==> config.mk <==
export PLATFORM = sky130hd
export DESIGN_NAME = pad_pull_ctrl
export DESIGN_NICKNAME = d
export VERILOG_FILES = /design/src/rtl/padpull_pkg.sv /design/src/rtl/padpull_regs.sv /design/src/rtl/padpull_pin.sv /design/src/rtl/pad_pull_ctrl.sv
export SDC_FILE = /design/constraint.sdc
export NUM_CORES = 1
export LEC_CHECK = 0
export CAP_MARGIN = 0
export CORE_UTILIZATION = 32
export DETAILED_ROUTE_END_ITERATION = 6
export PLACE_DENSITY = 0.9
export RECOVER_POWER = 50
export REMOVE_ABC_BUFFERS = 1
export SLEW_MARGIN = 0
export SYNTH_ARGS = -nofsm -noshare
export SYNTH_HDL_FRONTEND = slang
export SYNTH_SLANG_ARGS = --single-unit
==> constraint.sdc <==
create_clock -name clk -period 1.7 [get_ports clk]
set_input_delay 0.425 -clock clk [delete_from_list [all_inputs] [get_ports clk]]
set_output_delay 0.425 -clock clk [all_outputs]
set_load 0.01 [all_outputs]
==> src/rtl/padpull_pkg.sv <==
// Package: shared types and the per-pad pull decision for the pad pull
// controller. Assumes group codes are fixed by the pad ring netlist.
package padpull_pkg;

    // Pad group codes: a pad's group decides which control bit governs it
    typedef enum logic [1:0] {
        GRP_5V     = 2'd0,
        GRP_SP3    = 2'd1,
        GRP_TCLK   = 2'd2,
        GRP_NOPULL = 2'd3
    } pad_grp_e;

    localparam int unsigned CTRL_BITS  = 3;
    localparam int unsigned BIT_GDIS   = 0;
    localparam int unsigned BIT_SDIS   = 1;
    localparam int unsigned BIT_FOLLOW = 2;

    // Control word as used by the pad logic (bit 2 .. bit 0)
    typedef struct packed {
        logic follow;
        logic sdis;
        logic gdis;
    } pull_ctrl_t;

    // Pull decision for one pad once reset has been released
    function automatic logic pull_wanted(pad_grp_e grp, logic is_out, pull_ctrl_t c);
        logic want;
        unique case (grp)
            GRP_5V:   want = !c.gdis;
            GRP_SP3:  want = !c.sdis;
            GRP_TCLK: want = c.follow ? !c.gdis : !is_out;
            default:  want = 1'b0;
        endcase
        return want;
    endfunction

endpackage

==> src/rtl/padpull_regs.sv <==
// Module: control-word register with a registered read port.
// Assumes: por_n may assert at any time; its release and hard_rst_n are
// synchronous to clk. Reserved bits are masked at write and read as zero.
module padpull_regs
    import padpull_pkg::*;
#(
    parameter int unsigned DATA_W = 32
) (
    input  logic              clk,
    input  logic              por_n,
    input  logic              hard_rst_n,
    input  logic              wr_en,
    input  logic [DATA_W-1:0] wr_data,
    input  logic              rd_en,
    output logic [DATA_W-1:0] rd_data,
    output pull_ctrl_t        ctrl
);

    localparam logic [DATA_W-1:0] IMPL_MASK = DATA_W'((1 << CTRL_BITS) - 1);

    logic [DATA_W-1:0] word_q;

    // Control word: async clear on power-on, sync clear on hard reset
    always_ff @(posedge clk or negedge por_n) begin
        if (!por_n) begin
            word_q <= '0;
        end else if (!hard_rst_n) begin
            word_q <= '0;
        end else if (wr_en) begin
            word_q <= wr_data & IMPL_MASK;
        end
    end

    // Read port: one-cycle latency, zero when no strobe
    always_ff @(posedge clk or negedge por_n) begin
        if (!por_n) begin
            rd_data <= '0;
        end else if (!hard_rst_n) begin
            rd_data <= '0;
        end else begin
            rd_data <= rd_en ? word_q : '0;
        end
    end

    assign ctrl = pull_ctrl_t'(word_q[CTRL_BITS-1:0]);

endmodule

==> src/rtl/padpull_pin.sv <==
// Module: registered pull enable for one pad.
// Assumes the group and direction inputs are stable around the clock edge.
// Either reset forces the pull on; power-on does so without a clock.
module padpull_pin
    import padpull_pkg::*;
(
    input  logic       clk,
    input  logic       por_n,
    input  logic       hard_rst_n,
    input  pad_grp_e   grp,
    input  logic       is_out,
    input  pull_ctrl_t ctrl,
    output logic       pull_en
);

    // Pull flop: set by either reset, else follows the pad's decision
    always_ff @(posedge clk or negedge por_n) begin
        if (!por_n) begin
            pull_en <= 1'b1;
        end else if (!hard_rst_n) begin
            pull_en <= 1'b1;
        end else begin
            pull_en <= pull_wanted(grp, is_out, ctrl);
        end
    end

endmodule

==> src/rtl/pad_pull_ctrl.sv <==
// Module: top of the pad pull controller. One control register and one
// pull flop per pad. Assumes soft reset is kept away from this block so
// that the pad configuration survives it.
module pad_pull_ctrl
    import padpull_pkg::*;
#(
    parameter int unsigned N_PINS = 8,
    parameter int unsigned DATA_W = 32
) (
    input  logic                clk,
    input  logic                por_n,
    input  logic                hard_rst_n,
    input  logic                wr_en,
    input  logic [DATA_W-1:0]   wr_data,
    input  logic                rd_en,
    output logic [DATA_W-1:0]   rd_data,
    input  logic [2*N_PINS-1:0] pin_grp,
    input  logic [N_PINS-1:0]   pin_dir_out,
    output logic [N_PINS-1:0]   pull_en
);

    pull_ctrl_t ctrl_s;

    padpull_regs #(.DATA_W(DATA_W)) u_regs (
        .clk        (clk),
        .por_n      (por_n),
        .hard_rst_n (hard_rst_n),
        .wr_en      (wr_en),
        .wr_data    (wr_data),
        .rd_en      (rd_en),
        .rd_data    (rd_data),
        .ctrl       (ctrl_s)
    );

    for (genvar i = 0; i < N_PINS; i++) begin : g_pin
        padpull_pin u_pin (
            .clk        (clk),
            .por_n      (por_n),
            .hard_rst_n (hard_rst_n),
            .grp        (pad_grp_e'(pin_grp[2*i +: 2])),
            .is_out     (pin_dir_out[i]),
            .ctrl       (ctrl_s),
            .pull_en    (pull_en[i])
        );
    end

endmodule

-- Word-level counts from Yosys, hierarchy flattened
Cells that the tools add are included.
- output and inout bits: 40
- flip-flop bits (word level): 72
- input port bits: 61
- reduce and logical (&&, ||, !) cells: 18
- muxes and demuxes: 28
- equality and inequality tests: 17
- operators by type and width (cell ; number):
    $mux 32 ; 4
    $pmux 1 s3 ; 8
    $eq 2x1->1 const B ; 8
    $eq 2x2->1 const B ; 8
    $logic_not 2->1 ; 8
    $mux 1 ; 16
    $logic_not 1->1 ; 10
    $ne 2x1->1 const B ; 1

-- Logic depth before layout (Yosys ltp)
- word-level depth: 4
- depth in mapped cells: 4
- depth with buffers taken out: 3

-- Cells and area by module
A second synthesis with hierarchy kept.
- cell total of the unflattened synthesis: 93
- area total of the unflattened synthesis: 1039.7 um^2
- by module, submodules not included (module ; cells each ; sequential area each (um^2) ; times used ; area each (um^2)):
    padpull_pin ; 6 ; 26.3 ; 8 ; 75.1
    padpull_regs ; 45 ; 150.1 ; 1 ; 439.2

-- Least setup slack after synthesis
No wires, ideal clock.
- kind: register to register
- from: register u_regs.word_q[2]
- to: register g_pin[1].u_pin.pull_en
- clock period less this slack: 1.149 ns
- setup slack: 0.551 ns
- cell stages (with the launch flop): 5
- arrival time: 1.075 ns
- setup time: 0.075 ns
- path through: dfrtp_1 buf_4 nor2b_1 mux2_4 o211ai_2
- cells in the longest elaborated chain, start to end: 3
- RTL lines (element ; line ; source):
    start: declaration ; padpull_regs.sv:21 ; logic [DATA_W-1:0] word_q;
    start signal: assignment ; padpull_regs.sv:30 ; word_q <= wr_data & IMPL_MASK;
    $mux 1 ; padpull_pkg.sv:31 ; GRP_TCLK: want = c.follow ? !c.gdis : !is_out;
    $pmux 1 s3 ; padpull_pkg.sv:28 ; unique case (grp)
    $mux 1 ; padpull_pin.sv:20 ; end else if (!hard_rst_n) begin
    end signal: assignment ; padpull_pin.sv:23 ; pull_en <= pull_wanted(grp, is_out, ctrl);
    end: declaration ; padpull_pin.sv:13 ; output logic pull_en
No other way between the ends.
A chain may end at the register's enable or synchronous reset.

-- Worst setup path after layout
- from: register u_regs.rd_data[0]
- to: output rd_data[0]
- RTL lines (element ; line ; source):
    start: declaration ; padpull_regs.sv:15 ; output logic [DATA_W-1:0] rd_data,
    start signal: assignment ; padpull_regs.sv:41 ; rd_data <= rd_en ? word_q : '0;
    end: declaration ; pad_pull_ctrl.sv:16 ; output logic [DATA_W-1:0] rd_data,
No word-level cell between the ends.

==> flow_metrics.py <==
metrics = {
    "run_status": {
        "status": "completed",
    },
    "global_routing": {
        "grt_pass1_wl_um": 2860,
        "track_usage_pct": 11.3,
        "grt_pass1_vias": 659,
        "grt-ovfl-total": 0,
        "grt_max_degree": 15,
        "antenna_found_initial": 0,
    },
    "logic_synthesis": {
        "synth_common_cells": "38 x buf_4, 10 x nor2b_1, 8 x dfstp_2, 8 x nand2_1, 7 x nor2_1",
        "synth.distinct_cells": 20,
        "synth_area_leaders": "buf_4 27%, dfstp_2 20%, dfrtp_1 14%",
        "ys.warnings.count": 0,
        "synthFlopType": "dfstp_2",
        "yosys.area.top_type": "buf_4",
        "synth_seq_cells": 14,
        "synth_top_cell_area_share_pct": 27.3,
        "avgSynthCellArea_sq_um": 9.86,
        "synthArstFlopShare_pct": 100,
        "syn_inst": 106,
        "synth_seq_area_share_pct": 34.5,
        "synth_edf_count": 0,
        "synth_area_sq_mm": 0.00104,
        "yosysMostFrequentCell": "buf_4",
    },
    "layout": {
        "fill_cells": 328,
        "syn_to_final_growth_pct": 28.9,
        "final_layout_size_suffix_gt1_share_pct": 17.1,
        "finalNetCount": 203,
        "diodes": 0,
        "final_area_sq_mm": 0.00135,
    },
    "sta": {
        "setup_viol": 0,
        "period_minus_slack_ns": 1.54,
        "fin_setup_tns_ns": 0,
        "fmax_mhz": 649,
        "finalHoldViolCount": 0,
        "slew_headroom_pct": 50.6,
        "rsz0062_at_grt": "no",
        "post-route-period-util_pct": 90.6,
        "finalClockSkew_ns": 0.00410,
        "worst_slew_pin_slew_ns": 0.740,
        "slew_viol_final": 0,
    },
    "worst_hold_path": {
        "holdCritPathClass": "primary input to async pin",
    },
    "detailed_routing": {
        "viasPerCell": 3.94,
        "highest_layer": "met4",
        "drt-met1-wl_um": 729,
        "drtAntennaViolNets": 0,
        "route.detailed.drc": 0,
        "via_count": 725,
        "wl_per_cell_um": 10.0,
        "routed_wl_um": 1840,
        "drt-initial-drc-count": 7,
        "dr_wl_met2_um": 993,
        "wl_met3_um": 104,
        "drt_pre_antenna_iters": 2,
    },
    "placement": {
        "dpl_cell_area_sq_mm": 0.00134,
        "place_hpwl_um": 1420,
        "gp_congestion": 0.624,
        "portBuffers": 42,
    },
    "floorplanning": {
        "io_pins": 101,
        "dieArea_sq_mm": 0.00350,
        "fp.dieH_um": 59.1,
        "rows": 20,
        "die_x_um": 59.1,
        "core_sq_mm": 0.00308,
        "start_util_pct": 33.9,
    },
    "critical_path": {
        "cp_max_fo": 1,
        "slowest_delay_ns": 0.52,
        "crit_family": "buffers and inverters",
        "r2r_start": "u_regs.word_q[2]",
        "crit_type": "flop to primary output",
        "cp_slowest_cell": "clkdlybuf4s50_1",
        "cp-start-kind": "flop",
        "reg2reg_depth": 3,
        "critical_path_required_ns": 1.27,
        "cp.buffers_inverters": 1,
        "crit_chain": "clkdlybuf4s50_1",
        "cp.arrival_ns": 1.12,
        "worstReg2RegEnd": "g_pin[4].u_pin.pull_en",
        "reg2reg_slack_ns": 0.42,
        "end_kind": "primary output",
    },
    "power_and_ir_drop": {
        "p_leak_uw": 0.000603,
        "sequentialPowerShare_pct": 48.4,
        "pwr-share-clk_pct": 22.8,
        "combPwrFrac_pct": 28.8,
        "p_per_area_mw_per_mm2": 583,
        "p_sw_share_pct": 27.1,
        "ir_drop_v": 0.000298,
        "p_sw_uw": 213,
        "p_int_uw": 573,
    },
    "cts": {
        "cts_resized": 8,
        "cts_buffers": 3,
        "clk_pin_slew_worst_paths_ns": 0.08,
        "clock_path_buffers": 2,
        "clock_latency_ns": 0.27,
        "cts_sinks": 14,
        "cts_setup_buffers": 0,
        "cts_tree": "built",
        "cts-htree-levels": 1,
        "clockRootBuffer": "clkbuf_4",
        "cts_hold_buf": 0,
    },
    "job": {
        "maxCapViolCount": 0,
    },
}
routing by layer:
metal  global-route usage (%)  vias up
met1                     11.4      329
li1                         -      352
met5                        0        -
met4                     4.08        0
met3                     3.06        2
met2                     21.8       42
final cells by class:
| cell class | count | area (sq um) | area share (%) |
|---|---|---|---|
| clock buffer | 3 | 22.5 | 1.67 |
| inverter | 1 | 3.75 | 0.279 |
| multi-input combinational | 78 | 487 | 36.2 |
| sequential | 14 | 360 | 26.8 |
| tap | 44 | 55.1 | 4.09 |
| timing repair buffer | 44 | 418 | 31.0 |
cells by family (layout without fill, tap and decap cells):
group | after synthesis | in the layout | share of synthesized area [%]
AOI/OAI and AO/OA | 10 | 10 | 9.70
buffers and inverters | 42 | 48 | 29.0
DFF | 14 | 14 | 34.5
muxes | 10 | 10 | 12.6
other | 1 | 29 | 0.359
and+or+nand+nor | 29 | 29 | 13.9
cells in the final DEF (no fill, tap or decap), drive strengths merged, types with 3 or more instances in the layout:
cell / instances
dlygate4sd2: 8
o211ai: 7
nor2b: 10
dfrtp: 6
clkbuf: 5
mux2i: 3
nor2: 7
and3: 3
dfstp: 8
conb: 29
nand2: 8
clkdlybuf4s50: 33
mux2: 7
worst max path at each step:
| stage | to | cells past startpoint | from | slack [ns] |
|---|---|---|---|---|
| 2_1_floorplan | g_pin[7].u_pin.pull_en | 3 | u_regs.word_q[2] | 0.57 |
| 3_3_place_gp | g_pin[7].u_pin.pull_en | 4 | pin_grp[15] | 0.1 |
| 3_5_place_dp | g_pin[7].u_pin.pull_en | 4 | pin_grp[15] | 0.08 |
| 4_1_cts | rd_data[0] | 1 | u_regs.rd_data[0] | 0.14 |
| 5_1_grt | rd_data[2] | 1 | u_regs.rd_data[2] | 0.09 |
| 6_report | rd_data[0] | 1 | u_regs.rd_data[0] | 0.16 |
per-stage QoR:
stage	utilization (%)	hold WS [ns]	std cells	total power, uW	worst slack (ns)
3_5_place_dp	43.6	0.750	181	627	0.0804
3_3_place_gp	43.6	0.752	181	623	0.0954
2_1_floorplan	-	0.129	93	490	0.567
5_1_grt	43.7	0.722	184	842	0.0929
4_1_cts	44.0	0.446	184	805	0.143
6_report	43.7	0.709	184	785	0.159
power by group through the flow:
| stage | combinational (uW) | clock, uW | sequential [uW] |
|---|---|---|---|
| after global placement | 236 | 0 | 387 |
| after floorplan | 99.0 | 0 | 391 |
| after CTS | 230 | 194 | 382 |
| after detailed placement | 240 | 0 | 388 |
| after global routing | 247 | 211 | 384 |
| final | 226 | 179 | 380 |
sequential cells by signal, summed over array words and instances, names as in the netlist:
| name | count |
|---|---|
| g_pin.u_pin.pull_en | 8 |
| u_regs.rd_data | 3 |
| u_regs.word_q | 3 |
Note: power is estimated with default switching activity, not from simulation.
